===== config.mk =====
export PLATFORM = sky130hd
export DESIGN_NAME = cpu_lp_sequencer
export DESIGN_NICKNAME = d
export VERILOG_FILES = /design/src/rtl/lpseq_pkg.sv /design/src/rtl/lpseq_wake_detect.sv /design/src/rtl/lpseq_req_decode.sv /design/src/rtl/lpseq_step_engine.sv /design/src/rtl/cpu_lp_sequencer.sv
export SDC_FILE = /design/constraint.sdc
export NUM_CORES = 1
export LEC_CHECK = 0
export BUFFER_PORTS_ARGS = -buffer_cell sky130_fd_sc_hd__buf_2
export CAP_MARGIN = 40
export CORE_AREA = 4 4 224 226
export CTS_BUF_LIST = sky130_fd_sc_hd__clkbuf_4 sky130_fd_sc_hd__clkbuf_8 sky130_fd_sc_hd__clkbuf_16
export CTS_CLUSTER_DIAMETER = 30
export DETAILED_ROUTE_END_ITERATION = 6
export DIE_AREA = 0 0 228 230
export SLEW_MARGIN = 10
export SYNTH_ARGS = -nofsm -noshare
export SYNTH_HDL_FRONTEND = slang
export SYNTH_SLANG_ARGS = --single-unit
export TNS_END_PERCENT = 20

===== constraint.sdc =====
create_clock -name clk -period 3.75 [get_ports clk]
set_clock_uncertainty 0.15 [all_clocks]
set_input_delay 0.75 -clock clk [delete_from_list [all_inputs] [get_ports clk]]
set_output_delay 0.75 -clock clk [all_outputs]
set_load 0.02 [all_outputs]

===== src/rtl/lpseq_pkg.sv =====
package lpseq_pkg;

  typedef enum logic [1:0] {
    SQ_IDLE   = 2'd0,
    SQ_SLEEP  = 2'd1,
    SQ_ASLEEP = 2'd2,
    SQ_WAKE   = 2'd3
  } sq_state_e;

  localparam int unsigned NLOCAL = 12;
  localparam logic [1:0] MODE_RUN = 2'd0;

  localparam logic [3:0] IDX_SP_DOWN   = 4'd6;
  localparam logic [3:0] IDX_SB_IN     = 4'd7;
  localparam logic [3:0] IDX_SB_OUT    = 4'd8;
  localparam logic [3:0] IDX_SP_UP     = 4'd9;
  localparam logic [3:0] IDX_SLEEP_END = 4'd7;
  localparam logic [3:0] IDX_WAKE_BEG  = 4'd8;
  localparam logic [3:0] IDX_WAKE_END  = 4'd15;

  // Steps outside 6..9 run on a local timing unit.
  function automatic logic is_local(input logic [3:0] idx);
    return (idx < IDX_SP_DOWN) || (idx > IDX_SP_UP);
  endfunction

  // Local slot number: sleep steps keep their index, wakeup steps shift down by four.
  function automatic logic [3:0] local_slot(input logic [3:0] idx);
    return (idx < IDX_SP_DOWN) ? idx : idx - 4'd4;
  endfunction

endpackage


===== src/rtl/lpseq_wake_detect.sv =====
module lpseq_wake_detect #(
  parameter int unsigned NIRQ = 256
) (
  input  logic            clk,
  input  logic            rst_n,
  input  logic [NIRQ-1:0] irq_in,
  input  logic [NIRQ-1:0] irq_en,
  input  logic            evt_wake,
  input  logic            dbg_wake,
  input  logic [1:0]      nirq_mask,
  output logic            wake_q
);

  logic irq_hit;
  logic nirq_hit;

  // Wide reduction is registered to keep it out of the sequencing path.
  assign irq_hit  = |(irq_in & irq_en);
  assign nirq_hit = (evt_wake & ~nirq_mask[0]) | (dbg_wake & ~nirq_mask[1]);

  always_ff @(posedge clk or negedge rst_n) begin
    if (!rst_n) wake_q <= 1'b0;
    else        wake_q <= irq_hit | nirq_hit;
  end

endmodule


===== src/rtl/lpseq_req_decode.sv =====
module lpseq_req_decode
  import lpseq_pkg::*;
(
  input  sq_state_e         st,
  input  logic [3:0]        idx,
  input  logic [NLOCAL-1:0] step_en,
  input  logic [NLOCAL-1:0] local_done,
  input  logic              sp_ack,
  input  logic              stby_ack,
  output logic [NLOCAL-1:0] local_req,
  output logic              sp_req,
  output logic              stby_req,
  output logic              stby_enter,
  output logic              step_fin
);

  logic       active;
  logic       loc;
  logic [3:0] slot;
  logic       slot_en;
  logic       slot_done;

  assign active    = (st == SQ_SLEEP) || (st == SQ_WAKE);
  assign loc       = is_local(idx);
  assign slot      = local_slot(idx);
  assign slot_en   = step_en[slot];
  assign slot_done = local_done[slot];

  for (genvar k = 0; k < NLOCAL; k++) begin : g_req
    assign local_req[k] = active && loc && (slot == 4'(k)) && step_en[k];
  end

  assign sp_req     = active && ((idx == IDX_SP_DOWN) || (idx == IDX_SP_UP));
  assign stby_req   = active && ((idx == IDX_SB_IN) || (idx == IDX_SB_OUT));
  assign stby_enter = (idx == IDX_SB_IN);

  always_comb begin
    if (!active)      step_fin = 1'b0;
    else if (loc)     step_fin = !slot_en || slot_done;
    else if (sp_req)  step_fin = sp_ack;
    else              step_fin = stby_ack;
  end

endmodule


===== src/rtl/lpseq_step_engine.sv =====
module lpseq_step_engine
  import lpseq_pkg::*;
(
  input  logic       clk,
  input  logic       rst_n,
  input  logic       start,
  input  logic       wake_go,
  input  logic       step_fin,
  output sq_state_e  st,
  output logic [3:0] idx,
  output logic       sleep_last,
  output logic       wake_last
);

  assign sleep_last = (st == SQ_SLEEP) && (idx == IDX_SLEEP_END) && step_fin;
  assign wake_last  = (st == SQ_WAKE)  && (idx == IDX_WAKE_END)  && step_fin;

  always_ff @(posedge clk or negedge rst_n) begin
    if (!rst_n) begin
      st  <= SQ_IDLE;
      idx <= 4'd0;
    end else begin
      unique case (st)
        SQ_IDLE: if (start) begin
          st  <= SQ_SLEEP;
          idx <= 4'd0;
        end
        SQ_SLEEP: if (step_fin) begin
          if (idx == IDX_SLEEP_END) st <= SQ_ASLEEP;
          else                      idx <= idx + 4'd1;
        end
        SQ_ASLEEP: if (wake_go) begin
          st  <= SQ_WAKE;
          idx <= IDX_WAKE_BEG;
        end
        SQ_WAKE: if (step_fin) begin
          if (idx == IDX_WAKE_END) begin
            st  <= SQ_IDLE;
            idx <= 4'd0;
          end else begin
            idx <= idx + 4'd1;
          end
        end
        default: st <= SQ_IDLE;
      endcase
    end
  end

endmodule


===== src/rtl/cpu_lp_sequencer.sv =====
module cpu_lp_sequencer
  import lpseq_pkg::*;
#(
  parameter int unsigned NIRQ = 256,
  parameter int unsigned SPW  = 4
) (
  input  logic            clk,
  input  logic            rst_n,
  input  logic            cfg_mode_wr,
  input  logic [1:0]      cfg_mode,
  input  logic [11:0]     cfg_step_en,
  input  logic            cfg_hold_en,
  input  logic [NIRQ-1:0] cfg_irq_en,
  input  logic [1:0]      cfg_nirq_mask,
  input  logic [SPW-1:0]  cfg_sp_sleep,
  input  logic [SPW-1:0]  cfg_sp_wake,
  input  logic            cfg_sp_wake_prev,
  input  logic [SPW-1:0]  sys_sp_current,
  input  logic            core_sleep,
  input  logic [NIRQ-1:0] irq_in,
  input  logic            evt_wake,
  input  logic            dbg_wake,
  output logic [11:0]     local_req,
  input  logic [11:0]     local_done,
  output logic            sp_req,
  output logic [SPW-1:0]  sp_target,
  input  logic            sp_ack,
  output logic            stby_req,
  output logic            stby_enter,
  input  logic            stby_ack,
  output logic            core_hold,
  output logic [1:0]      mode_cur,
  output logic [1:0]      mode_prev,
  output logic            sleep_busy,
  output logic            wake_busy
);

  sq_state_e      st;
  logic [3:0]     idx;
  logic           step_fin;
  logic           sleep_last;
  logic           wake_last;
  logic           wake_q;
  logic           start;
  logic           wake_go;
  logic [1:0]     tgt_q;
  logic [1:0]     sleep_mode_q;
  logic [SPW-1:0] sp_saved_q;
  logic           pend_q;

  lpseq_wake_detect #(.NIRQ(NIRQ)) u_wake (
    .clk       (clk),
    .rst_n     (rst_n),
    .irq_in    (irq_in),
    .irq_en    (cfg_irq_en),
    .evt_wake  (evt_wake),
    .dbg_wake  (dbg_wake),
    .nirq_mask (cfg_nirq_mask),
    .wake_q    (wake_q)
  );

  lpseq_req_decode u_dec (
    .st         (st),
    .idx        (idx),
    .step_en    (cfg_step_en),
    .local_done (local_done),
    .sp_ack     (sp_ack),
    .stby_ack   (stby_ack),
    .local_req  (local_req),
    .sp_req     (sp_req),
    .stby_req   (stby_req),
    .stby_enter (stby_enter),
    .step_fin   (step_fin)
  );

  lpseq_step_engine u_eng (
    .clk        (clk),
    .rst_n      (rst_n),
    .start      (start),
    .wake_go    (wake_go),
    .step_fin   (step_fin),
    .st         (st),
    .idx        (idx),
    .sleep_last (sleep_last),
    .wake_last  (wake_last)
  );

  assign start   = (st == SQ_IDLE) && core_sleep && (tgt_q != MODE_RUN);
  assign wake_go = wake_q || pend_q;

  assign sleep_busy = (st == SQ_SLEEP);
  assign wake_busy  = (st == SQ_WAKE);
  assign sp_target  = (st == SQ_SLEEP)  ? cfg_sp_sleep :
                      cfg_sp_wake_prev ? sp_saved_q   : cfg_sp_wake;

  // Target register: a sleep start consumes it before any new write lands.
  always_ff @(posedge clk or negedge rst_n) begin
    if (!rst_n)           tgt_q <= MODE_RUN;
    else if (start)       tgt_q <= MODE_RUN;
    else if (cfg_mode_wr) tgt_q <= cfg_mode;
  end

  always_ff @(posedge clk or negedge rst_n) begin
    if (!rst_n) begin
      sleep_mode_q <= MODE_RUN;
      sp_saved_q   <= '0;
      core_hold    <= 1'b0;
    end else if (start) begin
      sleep_mode_q <= tgt_q;
      sp_saved_q   <= sys_sp_current;
      core_hold    <= cfg_hold_en;
    end else if (wake_last) begin
      core_hold    <= 1'b0;
    end
  end

  // Wakeup seen mid-sleep is kept until the core is fully asleep.
  always_ff @(posedge clk or negedge rst_n) begin
    if (!rst_n)                           pend_q <= 1'b0;
    else if (st == SQ_SLEEP && wake_q)    pend_q <= 1'b1;
    else if (st == SQ_ASLEEP)             pend_q <= 1'b0;
  end

  always_ff @(posedge clk or negedge rst_n) begin
    if (!rst_n) begin
      mode_cur  <= MODE_RUN;
      mode_prev <= MODE_RUN;
    end else if (sleep_last) begin
      mode_prev <= mode_cur;
      mode_cur  <= sleep_mode_q;
    end else if (wake_last) begin
      mode_prev <= mode_cur;
      mode_cur  <= MODE_RUN;
    end
  end

endmodule


==> results.sh <==
export IMPL_die_h_um=230
export IMPL_grt_setup_unrepaired="false"
export IMPL_nFillCells=5698
export IMPL_arrival_ns=2.50
export IMPL_die_area_mm2=0.05244
export IMPL_cp_max_fo=10
export IMPL_place_hpwl_mm=46.71
export IMPL_cts_htree_levels=1
export IMPL_powerDensity_mw_per_mm2=270.9
export IMPL_critical_path_class="register to primary output"
export IMPL_ys_flop_type="dfrtp_1"
export IMPL_ys_ff_latch=21
export IMPL_grt_pass1_wl_mm=60.26
export IMPL_cts_resized=0
export IMPL_postCtsSetupRepairBufs=0
export IMPL_setup_viol=0
export IMPL_synth_edf_count=0
export IMPL_dr_pass1_iters=5
export IMPL_sequential_cell_area_um2=525.5
export IMPL_critPathRequiredTime_ns=2.85
export IMPL_vias=6267
export IMPL_finalHoldViolCount=0
export IMPL_avgSynthCellArea_um2=8.168
export IMPL_synth_nets=929
export IMPL_syn_to_final_growth_pct=134.9
export IMPL_coreArea_mm2=0.04834
export IMPL_multiInputGateArea_mm2=0.002282
export IMPL_rows=81
export IMPL_period_share=0.9069
export IMPL_cts_buffers=3
export IMPL_layout_nets=1520
export IMPL_wire_per_inst_um=30.28
export IMPL_via_per_inst=3.900
export IMPL_reg2reg_slack_ns=0.88
export IMPL_synth_seq_area_share=0.1817
export IMPL_grt_util_all_layers=0.1741
export IMPL_vdd_drop_max_mv=0.1835
export IMPL_synth_cell_type_count=46
export IMPL_status="finished, final reports clean"
export IMPL_grt_overflow_total=0
export IMPL_syn_area_mm2=0.002892
export IMPL_min_path_type="input pin to asynchronous set/reset pin"
export IMPL_drc=0
export IMPL_wirelength_mm=48.66
export IMPL_yosysWarningCount=0
export IMPL_drtAntennaViolNets=0
export IMPL_io_buffers=587
export IMPL_postCtsHoldBufs=0
export IMPL_cts_tree="done"
export IMPL_grt_pass1_vias=6031
export IMPL_start_util=0.05981
export IMPL_crit_path_start_kind="register"
export IMPL_ios=588
export IMPL_path_clk_slew_ns=0.07
export IMPL_timing_setup_tns_ns=0
export IMPL_grt_max_degree=22
export IMPL_finalCriticalPeriod_ns=3.401
export IMPL_tightest_slew_ns=0.7726
export IMPL_antenna_found_initial=165
export IMPL_die_x_um=228
export IMPL_gp_congestion=0.9654
export IMPL_slew_limit_headroom=0.4830
export IMPL_slowest_stage="dfrtp_1"
export IMPL_drive_above_1_share=0.6494
export IMPL_clockBufferDepth=2
export IMPL_cts_sinks=21
export IMPL_fin_hold_ws_ns=0.3071
export IMPL_synthArstFlopShare=1.000
export IMPL_drv_slew=0
export IMPL_fmax_mhz=294.0
export IMPL_drt_iter0_drc=384
export IMPL_netlist_instances=354
export IMPL_p_leak_nw=3.554
export IMPL_clk_latency_ns=0.26
export IMPL_cp_end_kind="primary output"
export IMPL_cp_cell_sequence="inv_1, ha_1, nor2b_1, a2bb2oi_1, o21ai_0, nor2_1, and3_1, buf_2"
export IMPL_cts_root_buf="clkbuf_16"
export IMPL_drv_cap=0
export IMPL_critPathMaxStageDelay_ns=0.52
==> power breakdown <==
part           internal [mW]  switching [mW]  total (mW)  leakage, nW
combinational          0.562           0.662        1.22         3.25
sequential             0.302          0.0714       0.373        0.265
clock                  0.144          0.0997       0.244       0.0411
total                   1.01           0.833        1.84         3.55
==> layout make-up <==
class / instances / share of cell area
Inverter: 15 / 0.008289
Clock buffer: 3 / 0.01105
Clock inverter: 1 / 0.0007368
Antenna cell: 41 / 0.01510
Timing Repair Buffer: 591 / 0.4369
Tap cell: 622 / 0.1146
Multi-Input combinational cell: 313 / 0.3360
Sequential cell: 21 / 0.07736
==> per-stage QoR <==
stage                     setup WS [ns]  std cells  total power [mW]    util  cell area, µm²
after floorplan                  0.9579        354             1.017       -            2892
after global placement           0.5837       1562             1.603  0.1367            6610
after detailed placement         0.5562       1562             1.602  0.1367            6610
after CTS                        0.3293       1566             1.862  0.1384            6690
after global routing             0.1480       1586             1.999  0.1394            6740
final                            0.3491       1607             1.840  0.1405            6793
==> Yosys cell counts (3+ instances only) <==
library cell  number  area (µm²)
a22oi_1           63       473.0
nand2_1           36       135.1
a221oi_1          35       306.5
a22o_1            33       289.0
nand4_1           23       143.9
dfrtp_1           21       525.5
nor2_1            18       67.56
inv_1             15       56.30
ha_1              13       162.7
o21ai_0           10       50.05
and3_1             8       50.05
mux2i_1            8       80.08
nand3_1            8       40.04
a21oi_1            7       35.03
nor4_1             5       31.28
nand2b_1           4       25.02
clkbuf_1           3       11.26
mux2_2             3       33.78
nor3_1             3       15.01
nor3b_1            3       22.52
or2_2              3       18.77
==> placed cells by master (no fill, tap or decap), types with 4 or more instances in the layout <==
cell	Yosys	final
nand2_1	36	36
buf_2	1	587
a22o_1	33	33
diode_2	0	41
mux2i_1	8	8
inv_1	15	15
a21oi_1	7	7
nor4_1	5	5
a221oi_1	35	35
nor2_1	18	18
a22oi_1	63	63
dfrtp_1	21	21
buf_4	0	4
and3_1	8	8
nand3_1	8	8
nand2b_1	4	4
o21ai_0	10	10
nand4_1	23	23
ha_1	13	13
==> layer usage <==
metal | global-route usage | share of wire | vias up
met5 | 0 | 0.015 | -
met1 | 0.1957 | 0.38 | 2707
met4 | 0.04592 | 0.027 | 110
li1 | - | - | 2763
met2 | 0.2531 | 0.42 | 497
met3 | 0.1404 | 0.16 | 190
==> state kept, by name (all words and copies together), names as in the netlist <==
| signal | flops |
|---|---|
| u_eng.idx | 4 |
| core_hold | 1 |
| tgt_q | 2 |
| sp_saved_q | 4 |
| mode_cur | 2 |
| sleep_mode_q | 2 |
| mode_prev | 2 |
| u_wake.wake_q | 1 |
| u_eng.st | 2 |
| pend_q | 1 |
==> final timing paths <==
kind | startpoint | endpoint | depth (start not counted)
setup / recovery | u_eng.idx[1] | local_req[1] | 8
hold / removal | rst_n | core_hold | 1
max in group asynchronous | rst_n | u_wake.wake_q | 1
setup reg to reg | u_eng.idx[1] | mode_prev[0] | 9
min in group clk | sp_saved_q[1] | sp_saved_q[1] | 2
hold reg to reg | sp_saved_q[1] | sp_saved_q[1] | 2
==> critical path, delay by kind of cell (launching register included) <==
family          cells  cell delay (ns)
compound gates      2             0.56
fa+ha+maj           1             0.22
buf+inv             2             0.36
flops               1             0.52
simple gates        3             0.57
==> cells by family after synthesis <==
logic type / share of synthesized area
adders and majority gates: 0.05625
buffers and inverters: 0.02899
and+or+nand+nor: 0.2228
muxes: 0.06145
AOI/OAI and AO/OA: 0.4487
DFF: 0.1817
No activity file was read; power rests on OpenSTA's default activity.
